===== src/rtl/rs_pkg.sv =====
package rs_pkg;
  localparam int ROW_W  = 12;
  localparam int COL_W  = 11;
  localparam int DLY_W  = 4;
  localparam int SUB_W  = 3;
  localparam int STEP_W = 4;
  localparam logic [COL_W-1:0] COL_RST = 11'd512;

  typedef enum logic [1:0] {PH_IDLE, PH_BLANK, PH_LAT, PH_PIX} phase_e;

  typedef struct packed {
    logic [ROW_W-1:0] row_start;
    logic [ROW_W-1:0] row_count;
    logic [ROW_W-1:0] int_lines;
    logic [COL_W-1:0] col_start;
    logic [COL_W-1:0] col_count;
    logic [SUB_W-1:0] sub_x;
    logic [SUB_W-1:0] sub_y;
    logic [DLY_W-1:0] delay;
    logic             ndr;
  } cfg_t;

  typedef struct packed {
    logic             pv;
    logic             eol;
    logic             eof;
    logic [COL_W-1:0] col;
  } tag_t;

  function automatic logic [STEP_W-1:0] step_of(input logic [SUB_W-1:0] code);
    case (code)
      3'd1:    step_of = 4'd2;
      3'd2:    step_of = 4'd4;
      3'd3:    step_of = 4'd8;
      default: step_of = 4'd1;
    endcase
  endfunction
endpackage


===== src/rtl/rs_line_timer.sv =====
module rs_line_timer import rs_pkg::*; #(
  parameter int BLANK_CYC = 8,
  parameter int PIX_LAT   = 5
) (
  input  logic              clk_i,
  input  logic              rst_ni,
  input  logic              run_i,
  input  logic              last_line_i,
  input  logic [COL_W-1:0]  col_start_i,
  input  logic [COL_W-1:0]  col_last_i,
  input  logic [STEP_W-1:0] step_x_i,
  output logic              frame_load_o,
  output logic              line_adv_o,
  output logic              row_clk_o,
  output logic              rd_sync_o,
  output logic              blank_o,
  output logic              pix_o,
  output logic              line_end_o,
  output logic [COL_W-1:0]  col_o
);
  localparam int CNT_MAX = (BLANK_CYC > PIX_LAT) ? BLANK_CYC : PIX_LAT;
  localparam int CNT_W   = $clog2(CNT_MAX + 2);
  localparam logic [CNT_W-1:0] BLANK_END = CNT_W'(BLANK_CYC - 1);
  localparam logic [CNT_W-1:0] LAT_END   = CNT_W'(PIX_LAT - 1);

  phase_e           ph_q;
  logic [CNT_W-1:0] cnt_q;
  logic [COL_W-1:0] pix_q;
  logic [COL_W-1:0] col_q;
  logic             row_clk_q, rd_sync_q;
  logic             line_end, frame_load, line_adv;

  always_comb begin
    line_end   = (ph_q == PH_PIX) && (pix_q == col_last_i);
    frame_load = run_i && ((ph_q == PH_IDLE) || (line_end && last_line_i));
    line_adv   = ((ph_q == PH_IDLE) && run_i) || (line_end && (run_i || !last_line_i));
  end

  always_ff @(posedge clk_i or negedge rst_ni) begin
    if (!rst_ni) begin
      ph_q      <= PH_IDLE;
      cnt_q     <= '0;
      pix_q     <= '0;
      col_q     <= '0;
      row_clk_q <= 1'b0;
      rd_sync_q <= 1'b0;
    end else begin
      row_clk_q <= line_adv;
      rd_sync_q <= frame_load;
      case (ph_q)
        PH_IDLE: begin
          cnt_q <= '0;
          if (line_adv) ph_q <= PH_BLANK;
        end
        PH_BLANK: begin
          if (cnt_q == BLANK_END) begin
            ph_q  <= PH_LAT;
            cnt_q <= '0;
          end else begin
            cnt_q <= cnt_q + 1'b1;
          end
        end
        PH_LAT: begin
          if (cnt_q == LAT_END) begin
            ph_q  <= PH_PIX;
            cnt_q <= '0;
            pix_q <= '0;
            col_q <= col_start_i;
          end else begin
            cnt_q <= cnt_q + 1'b1;
          end
        end
        PH_PIX: begin
          if (line_end) begin
            ph_q  <= line_adv ? PH_BLANK : PH_IDLE;
            cnt_q <= '0;
          end else begin
            pix_q <= pix_q + 1'b1;
            col_q <= col_q + COL_W'(step_x_i);
          end
        end
        default: ph_q <= PH_IDLE;
      endcase
    end
  end

  assign frame_load_o = frame_load;
  assign line_adv_o   = line_adv;
  assign row_clk_o    = row_clk_q;
  assign rd_sync_o    = rd_sync_q;
  assign blank_o      = (ph_q == PH_BLANK);
  assign pix_o        = (ph_q == PH_PIX);
  assign line_end_o   = line_end;
  assign col_o        = col_q;
endmodule


===== src/rtl/rs_row_ptrs.sv =====
module rs_row_ptrs import rs_pkg::*; (
  input  logic              clk_i,
  input  logic              rst_ni,
  input  logic              line_adv_i,
  input  logic              frame_load_i,
  input  logic [ROW_W-1:0]  start_i,
  input  logic [ROW_W-1:0]  int_i,
  input  logic [ROW_W-1:0]  row_last_i,
  input  logic [STEP_W-1:0] step_i,
  output logic              last_line_o,
  output logic [ROW_W-1:0]  rd_row_o,
  output logic [ROW_W-1:0]  rst_row_o,
  output logic              rst_act_o,
  output logic              rst_sync_o
);
  logic [ROW_W-1:0] rd_idx_q, rd_row_q, ls_q, ls_n;
  logic [ROW_W-1:0] rst_idx_q, rst_row_q;
  logic             rst_act_q, rst_sync_q;

  assign ls_n = frame_load_i ? '0 : ls_q + 1'b1;

  always_ff @(posedge clk_i or negedge rst_ni) begin
    if (!rst_ni) begin
      rd_idx_q   <= '0;
      rd_row_q   <= '0;
      ls_q       <= '0;
      rst_idx_q  <= '0;
      rst_row_q  <= '0;
      rst_act_q  <= 1'b0;
      rst_sync_q <= 1'b0;
    end else begin
      rst_sync_q <= 1'b0;
      if (line_adv_i) begin
        rd_idx_q <= frame_load_i ? '0 : rd_idx_q + 1'b1;
        rd_row_q <= frame_load_i ? start_i : rd_row_q + ROW_W'(step_i);
        ls_q     <= ls_n;
        // reset pointer resyncs once the read side has advanced int_i lines
        if (ls_n == int_i) begin
          rst_sync_q <= 1'b1;
          rst_idx_q  <= '0;
          rst_row_q  <= start_i;
          rst_act_q  <= 1'b1;
        end else if (rst_act_q) begin
          if (rst_idx_q == row_last_i) begin
            rst_act_q <= 1'b0;
          end else begin
            rst_idx_q <= rst_idx_q + 1'b1;
            rst_row_q <= rst_row_q + ROW_W'(step_i);
          end
        end
      end
    end
  end

  assign last_line_o = (rd_idx_q == row_last_i);
  assign rd_row_o    = rd_row_q;
  assign rst_row_o   = rst_row_q;
  assign rst_act_o   = rst_act_q;
  assign rst_sync_o  = rst_sync_q;
endmodule


===== src/rtl/rs_out_delay.sv =====
module rs_out_delay import rs_pkg::*; (
  input  logic             clk_i,
  input  logic             rst_ni,
  input  logic [DLY_W-1:0] sel_i,
  input  tag_t             tag_i,
  output tag_t             tag_o
);
  localparam int DEPTH = (1 << DLY_W) - 1;

  tag_t tap [DEPTH+1];
  assign tap[0] = tag_i;

  for (genvar g = 1; g <= DEPTH; g++) begin : g_stage
    tag_t stage_q;
    always_ff @(posedge clk_i or negedge rst_ni) begin
      if (!rst_ni) stage_q <= '0;
      else         stage_q <= tap[g-1];
    end
    assign tap[g] = stage_q;
  end

  assign tag_o = tap[sel_i];
endmodule


===== src/rtl/rolling_shutter_seq.sv =====
module rolling_shutter_seq import rs_pkg::*; #(
  parameter int               BLANK_CYC = 8,
  parameter int               PIX_LAT   = 5,
  parameter logic [COL_W-1:0] COL_MAX   = 11'd1111
) (
  input  logic             clk_i,
  input  logic             rst_ni,
  input  logic             run_i,
  input  logic [ROW_W-1:0] row_start_i,
  input  logic [ROW_W-1:0] row_count_i,
  input  logic [COL_W-1:0] col_start_i,
  input  logic [COL_W-1:0] col_count_i,
  input  logic [ROW_W-1:0] int_lines_i,
  input  logic [SUB_W-1:0] sub_x_i,
  input  logic [SUB_W-1:0] sub_y_i,
  input  logic [DLY_W-1:0] delay_i,
  input  logic             ndr_i,
  output logic             rd_sync_o,
  output logic             rst_sync_o,
  output logic             row_clk_o,
  output logic [ROW_W-1:0] rd_row_o,
  output logic [ROW_W-1:0] rst_row_o,
  output logic             rst_en_o,
  output logic             blank_o,
  output logic             pix_valid_o,
  output logic [COL_W-1:0] pix_col_o,
  output logic             eol_o,
  output logic             eof_o
);
  cfg_t             cfg_live, cfg_q;
  logic             frame_load, line_adv, last_line, line_end, pix_raw;
  logic [COL_W-1:0] col_raw;
  logic [ROW_W-1:0] use_start, use_int;
  logic [SUB_W-1:0] use_sub_y;
  logic             rst_act;
  tag_t             tag_raw, tag_dly;

  always_comb begin
    cfg_live.row_start = row_start_i;
    cfg_live.row_count = (row_count_i == '0) ? ROW_W'(1) : row_count_i;
    cfg_live.int_lines = int_lines_i;
    cfg_live.col_start = col_start_i;
    if (col_count_i == '0)        cfg_live.col_count = COL_W'(1);
    else if (col_count_i > COL_MAX) cfg_live.col_count = COL_MAX;
    else                          cfg_live.col_count = col_count_i;
    cfg_live.sub_x = sub_x_i;
    cfg_live.sub_y = sub_y_i;
    cfg_live.delay = delay_i;
    cfg_live.ndr   = ndr_i;
  end

  always_ff @(posedge clk_i or negedge rst_ni) begin
    if (!rst_ni) begin
      cfg_q           <= '0;
      cfg_q.col_count <= COL_RST;
    end else if (frame_load) begin
      cfg_q <= cfg_live;
    end
  end

  // values seen by pointer loads in the frame-start cycle
  assign use_start = frame_load ? cfg_live.row_start : cfg_q.row_start;
  assign use_int   = frame_load ? cfg_live.int_lines : cfg_q.int_lines;
  assign use_sub_y = frame_load ? cfg_live.sub_y     : cfg_q.sub_y;

  rs_line_timer #(.BLANK_CYC(BLANK_CYC), .PIX_LAT(PIX_LAT)) u_timer (
    .clk_i        (clk_i),
    .rst_ni       (rst_ni),
    .run_i        (run_i),
    .last_line_i  (last_line),
    .col_start_i  (cfg_q.col_start),
    .col_last_i   (cfg_q.col_count - 1'b1),
    .step_x_i     (step_of(cfg_q.sub_x)),
    .frame_load_o (frame_load),
    .line_adv_o   (line_adv),
    .row_clk_o    (row_clk_o),
    .rd_sync_o    (rd_sync_o),
    .blank_o      (blank_o),
    .pix_o        (pix_raw),
    .line_end_o   (line_end),
    .col_o        (col_raw)
  );

  rs_row_ptrs u_ptrs (
    .clk_i        (clk_i),
    .rst_ni       (rst_ni),
    .line_adv_i   (line_adv),
    .frame_load_i (frame_load),
    .start_i      (use_start),
    .int_i        (use_int),
    .row_last_i   (cfg_q.row_count - 1'b1),
    .step_i       (step_of(use_sub_y)),
    .last_line_o  (last_line),
    .rd_row_o     (rd_row_o),
    .rst_row_o    (rst_row_o),
    .rst_act_o    (rst_act),
    .rst_sync_o   (rst_sync_o)
  );

  always_comb begin
    tag_raw.pv  = pix_raw;
    tag_raw.eol = line_end;
    tag_raw.eof = line_end & last_line;
    tag_raw.col = col_raw;
  end

  rs_out_delay u_dly (
    .clk_i  (clk_i),
    .rst_ni (rst_ni),
    .sel_i  (cfg_q.delay),
    .tag_i  (tag_raw),
    .tag_o  (tag_dly)
  );

  assign pix_valid_o = tag_dly.pv;
  assign eol_o       = tag_dly.eol;
  assign eof_o       = tag_dly.eof;
  assign pix_col_o   = tag_dly.col;
  assign rst_en_o    = rst_act & ~cfg_q.ndr;
endmodule


===== config.mk =====
export PLATFORM = sky130hd
export DESIGN_NAME = rolling_shutter_seq
export DESIGN_NICKNAME = d
export VERILOG_FILES = /design/src/rtl/rs_pkg.sv /design/src/rtl/rs_line_timer.sv /design/src/rtl/rs_row_ptrs.sv /design/src/rtl/rs_out_delay.sv /design/src/rtl/rolling_shutter_seq.sv
export SDC_FILE = /design/constraint.sdc
export NUM_CORES = 1
export LEC_CHECK = 0
export BUFFER_PORTS_ARGS = -buffer_cell sky130_fd_sc_hd__buf_4
export CAP_MARGIN = 30
export CORE_UTILIZATION = 25
export DETAILED_ROUTE_END_ITERATION = 6
export PLACE_DENSITY = 0.44
export SLEW_MARGIN = 15
export SYNTH_ARGS = -nofsm -noshare
export SYNTH_HDL_FRONTEND = slang
export SYNTH_SLANG_ARGS = --single-unit

===== constraint.sdc =====
create_clock -name clk_i -period 5.6 [get_ports clk_i]
set_input_delay 1.68 -clock clk_i [delete_from_list [all_inputs] [get_ports clk_i]]
set_output_delay 1.68 -clock clk_i [all_outputs]
set_load 0.005 [all_outputs]

After elaboration in Yosys (flattened, before gate mapping)
Index checks and enable logic that the tools add are counted.

Register bits: 371. Input bits: 72. Output and inout port bits: 43. Logic and storage cells: 177.

Add/subtract/negate cells: 10. $lt $le $gt $ge: 2. Equality and inequality tests: 21. Mux-type cells: 41. Bitwise operators: 4. Reduce and logical (&&, ||, !) cells: 17.

Operators with widths (count): 12-bit 2-to-1 mux (12); 11-bit 2-to-1 mux (6); 14-bit binary-select mux with 4-bit select (1); 11-bit one-hot mux with 2 select lines (2); 12-bit by 1-bit adder with 12-bit output (second input constant) (3); 12-bit equality test (3); 14-bit 2-to-1 mux (2); 12-bit by 4-bit adder with 12-bit output (2); 4-bit one-hot mux with 3 select lines (2); 4-bit one-hot mux with 4 select lines (1); 3-bit by 2-bit equality test with 1-bit output (second input constant) (4); 12-bit zero test (1); 4-bit 2-to-1 mux (3); 12-bit by 1-bit subtractor with 12-bit output (second input constant) (1); 11-bit by 1-bit adder with 11-bit output (second input constant) (1); 11-bit by 4-bit adder with 11-bit output (1); 11-bit equality test (1); 11-bit > comparator (second input constant) (1); 11-bit zero test (1); 11-bit by 1-bit subtractor with 11-bit output (second input constant) (1); 4-bit by 3-bit equality test with 1-bit output (second input constant) (2); 2-bit 2-to-1 mux (4); 2-bit by 1-bit != test with 1-bit output (second input constant) (4); 2-bit one-hot mux with 4 select lines (1); 18 further kinds (35).

Logic depth before layout (Yosys ltp)
Depth in word-level cells: 13. Mapped depth: 25. Mapped depth without buffers: 22.

Cells and area by module
A second synthesis with hierarchy kept.

Cell total of the unflattened synthesis: 1280. Area total of the unflattened synthesis: 16473.3 um^2.

By module, submodules not included: rs_out_delay (instances 1, cells each 328, area each 6901.6 um^2, sequential area each 5255.0 um^2); rs_row_ptrs (instances 1, cells each 478, area each 4324.1 um^2, sequential area each 1551.5 um^2); rolling_shutter_seq (instances 1, cells each 232, area each 3046.7 um^2, sequential area each 1727.9 um^2); rs_line_timer (instances 1, cells each 242, area each 2200.9 um^2, sequential area each 750.7 um^2).

Least setup slack after synthesis
OpenSTA, ideal clock, no wires.

Kind: flip-flop to flip-flop. From: register cfg_q[45] (netlist name). To: register u_ptrs.rst_row_q[11], in the netlist u_ptrs.rst_row_o[11]. Library setup time: 0.126 ns. Data arrival time: 5.211 ns. Required time: 5.474 ns. Path slack: 0.263 ns. Stages on the path, launching flop included: 23. Buffers on the path: 1. Period minus slack after synthesis: 5.337 ns. Cells stage by stage: dfrtp_1 inv_1 ha_1 or3b_2 or4_4 nor2b_1 or4_1 or4_4 o21bai_4 nand2_2 inv_1 buf_2 nand2_1 nand2_1 nand2_1 or2_2 inv_1 ha_1 a21o_1 a31oi_1 a211oi_1 nor3b_1 a221o_1.

Cells in the longest elaborated chain, start to end: 12. Elaborated cells on any way between the ends: 26. Classes of those cells: add/sub (2); eq/ne (7); mux (8); reduce/logical (9).

RTL lines: start, declared (RTL line rolling_shutter_seq.sv:30) `cfg_t cfg_live, cfg_q;`; start signal, assigned (RTL line rolling_shutter_seq.sv:57) `cfg_q <= cfg_live;`; 12-bit by 1-bit subtractor with 12-bit output (*) (RTL line rolling_shutter_seq.sv:91) `.row_last_i (cfg_q.row_count - 1'b1),`; 12-bit equality test (RTL line rs_row_ptrs.sv:55) `assign last_line_o = (rd_idx_q == row_last_i);`; 1-bit logical AND (RTL line rs_line_timer.sv:35) `frame_load = run_i && ((ph_q == PH_IDLE) || (line_end && last_line_i));`; 1-bit logical OR (RTL line rs_line_timer.sv:35); 1-bit logical AND (RTL line rs_line_timer.sv:35); 3-bit 2-to-1 mux (RTL line rolling_shutter_seq.sv:64) `assign use_sub_y = frame_load ? cfg_live.sub_y : cfg_q.sub_y;`; 3-bit by 2-bit equality test with 1-bit output / 3-bit by 1-bit equality test with 1-bit output (equally long branches) (RTL line rs_pkg.sv:31) `case (code)`; 4-bit one-hot mux with 3 select lines (RTL line rs_pkg.sv:31); 12-bit by 4-bit adder with 12-bit output (RTL line rs_row_ptrs.sv:48) `rst_row_q <= rst_row_q + ROW_W'(step_i);`; 12-bit 2-to-1 mux (RTL line rs_row_ptrs.sv:44) `if (rst_idx_q == row_last_i) begin`; 12-bit 2-to-1 mux (RTL line rs_row_ptrs.sv:43) `end else if (rst_act_q) begin`; 12-bit 2-to-1 mux (RTL line rs_row_ptrs.sv:38) `if (ls_n == int_i) begin`; end signal, assigned (RTL line rs_row_ptrs.sv:41) `rst_row_q <= start_i;`; end signal, assigned (RTL line rs_row_ptrs.sv:48); end, declared (RTL line rs_row_ptrs.sv:17) `logic [ROW_W-1:0] rst_idx_q, rst_row_q;`.

Every way passes the cells marked *; elsewhere a longest branch is shown, timed or not. The select of a mux whose other input is x is not followed. A chain may end at the register's enable or synchronous reset.

==> flow_summary.json <==
{
  "vdd_drop_max_v": 0.000190,
  "fill_cells": 6632,
  "synth_edf_count": 0,
  "dieHeight_um": 258,
  "final_util_pct": 30.9,
  "power.density_mw_per_mm2": 285,
  "holdPathStages": 0,
  "status": "completed",
  "finalSetupViolCount": 0,
  "worst_slew_pin_slew_ns": 1.01,
  "track_usage_pct": 13.1,
  "synth-warning-count": 0,
  "antenna_cells": 0,
  "fp.dieArea_mm2": 0.0668,
  "htreeDepth": 2,
  "cp-start-kind": "flip-flop",
  "finalMaxSlewViolations": 0,
  "drtAntennaViolNets": 0,
  "hold_violations": 0,
  "routedWlPerCell_um": 17.7,
  "yosys_most_used_dff": "dfrtp_1",
  "die_w_um": 258,
  "vias_per_cell": 4.67,
  "drc": 0,
  "syn_nets": 1504,
  "cts_tree": "built",
  "ys_async_sr_fraction_pct": 100,
  "via_count": 11300,
  "grt_overflow": 0,
  "drive_above_1_share_pct": 21.2,
  "antenna_found_initial": 0,
  "max-cap-violations": 0,
  "holdWs_ns": 0.365,
  "ys_ff_latch": 371,
  "min_period_ns": 5.48,
  "coreArea_mm2": 0.0647,
  "rr_worst_depth": 20,
  "grt_pass1_vias": 11700,
  "numCtsBuffers": 42,
  "area_growth_pct": 21.7,
  "syn_area_mm2": 0.0164,
  "r2r_slack_ns": 0.27,
  "avgSynthCellArea_um2": 11.7,
  "fp-row-count": 93,
  "fmax_mhz": 182,
  "finalCritPeriodShare_pct": 97.9,
  "start_util_pct": 25.4,
  "critical_path_class": "flip-flop to primary output",
  "grt_pass1_wl_um": 68700,
  "io_pins": 115,
  "clock_sinks": 371,
  "dp.cells": 2335,
  "syn-instance-count": 1406,
  "end_kind": "primary output",
  "layout.nets": 1628,
  "p_leak_nw": 9.17,
  "slew_headroom_pct": 31.8,
  "grt_max_degree": 116,
  "hold_path_class": "flip-flop to flip-flop",
  "finalNonFillerCells": 2415,
  "path_max_fanout": 5,
  "clkSlewWorstSetupHoldPaths_ns": 0.06,
  "clk_latency_ns": 0.58,
  "clock_skew_ns": 0.0165,
  "clockRootBuffer": "clkbuf_16",
  "hpwl_um": 29300,
  "worst_ep_required_time_ns": 3.92,
  "dr.pass1.iters": 5,
  "drtIter0Drc": 649,
  "place_congestion": 0.802,
  "ys_seq_area_share_pct": 56.5,
  "clock_path_buffers": 3,
  "crit_arrival_ns": 3.80,
  "wl_um": 42700,
  "portBuffers": 114,
  "ys_types": 80
}
## final cells by class
class	instances	area [um2]	share of cell area (%)
inverter	40	151	0.757
timing repair buffer	151	1210	6.03
clock inverter	14	221	1.11
tap	855	1070	5.35
clock buffer	60	1250	6.24
sequential	371	9290	46.5
multi-input combinational	924	6810	34.1
## layer usage
metal  up-vias  track usage [%]  part of all wire [%]
li1       5266                -                     -
met1      5743             18.7                    48
met2       224             20.0                    45
met3        55             2.89                   5.2
met4         0             3.12                   1.6
met5         -                0                     0
## Yosys cell counts (9+ instances only)
library cell / n / area share (%)
xnor2_1: 51 / 2.7
ha_1: 23 / 1.8
or3_1: 10 / 0.38
o21ai_0: 69 / 2.1
nor4_1: 15 / 0.57
nor3b_1: 9 / 0.41
nor2_1: 55 / 1.3
nand3_1: 51 / 1.6
and3_1: 21 / 0.80
xor2_1: 31 / 1.7
nor2b_1: 14 / 0.53
a21oi_1: 29 / 0.88
nand4_1: 12 / 0.46
o22ai_1: 17 / 0.65
mux4_2: 70 / 9.6
mux2i_1: 13 / 0.79
dfrtp_1: 370 / 56
a31oi_1: 15 / 0.57
o31ai_1: 12 / 0.55
inv_1: 39 / 0.89
nor3_1: 24 / 0.73
clkbuf_1: 52 / 1.2
buf_1: 10 / 0.23
nand2_1: 250 / 5.7
## registers in the layout, indices dropped and copies added (netlist names)
| name | count |
|---|---|
| u_timer.rd_sync_o | 1 |
| u_ptrs.ls_q | 12 |
| u_timer.pix_q | 11 |
| u_timer.ph_q | 2 |
| u_ptrs.rd_row_o | 12 |
| u_ptrs.rd_idx_q | 12 |
| u_ptrs.rst_idx_q | 12 |
| u_ptrs.rst_sync_o | 1 |
| u_ptrs.rst_act_o | 1 |
| u_timer.cnt_q | 4 |
| u_ptrs.rst_row_o | 12 |
| u_timer.row_clk_o | 1 |
| u_timer.col_o | 11 |
| cfg_q | 69 |
| u_dly.g_stage.stage_q | 210 |
## cells by family (layout without fill, tap and decap cells)
family,Yosys count,after routing,share of synthesized area (%)
AOI/OAI and AO/OA,219,219,8.80
xor gates and xnor gates,83,83,4.51
adders and majority gates,27,27,2.18
buffers and inverters,111,265,2.66
DFF,371,371,56.5
muxes,86,86,10.6
and+or+nand+nor,509,509,14.8
## worst paths after layout
| path | startpoint | to |
|---|---|---|
| min in group asynchronous | rst_ni | u_dly.g_stage[14].stage_q[9] |
| worst max register to register | cfg_q[46] | u_ptrs.rst_row_o[4] |
| worst min-delay path | u_dly.g_stage[9].stage_q[6] | u_dly.g_stage[10].stage_q[6] |
| max in group asynchronous | rst_ni | u_dly.g_stage[11].stage_q[2] |
| worst max-delay path | cfg_q[12] | eof_o |
| worst min register to register | u_dly.g_stage[9].stage_q[6] | u_dly.g_stage[10].stage_q[6] |
## critical path, cell delays in order (launching register included)
cell and delay [ns]:
dfrtp_1 0.39, inv_2 0.08, ha_4 0.15, or4b_4 0.50, or3_4 0.39, a21oi_1 0.15
o21ai_1 0.08, and4_1 0.23, and3_4 0.18, mux4_2 0.47, mux4_2 0.47, buf_4 0.16
## metrics by stage
| step | area, um2 | setup slack, ns | setup TNS, ns | total power, W |
|---|---|---|---|---|
| floorplan | 16400 | 0.263 | 0 | 0.00274 |
| global placement | 18400 | 0.246 | 0 | 0.00285 |
| detailed placement | 18400 | 0.140 | 0 | 0.00285 |
| CTS | 19900 | 0.00796 | 0 | 0.00581 |
| global route | 20000 | -0.00869 | -0.00869 | 0.00594 |
| finish | 20000 | 0.115 | 0 | 0.00571 |
## where the power goes
part | switching, W | internal, W
Sequential | 0.000000000812 | 0.00268
Combinational | 0.0000788 | 0.0000402
Clock | 0.00116 | 0.00175
## what timing repair did
item	4_1_cts	5_1_grt
setup endpoints to repair	2	11
buffers inserted	1	4
hold buffers	0	0
pin swaps	2	8
resized for setup	14	14
cloned	0	0
## layout by cell type, fill, tap and decap left out, types with 31 or more instances in the layout
cell	n
inv_1	34
nand3_1	50
xnor2_1	50
nand2_1	250
clkbuf_16	42
xor2_1	31
nor2_1	55
dfrtp_1	368
buf_4	143
mux4_2	70
o21ai_0	67
Note: power is estimated with default switching activity, not from simulation.
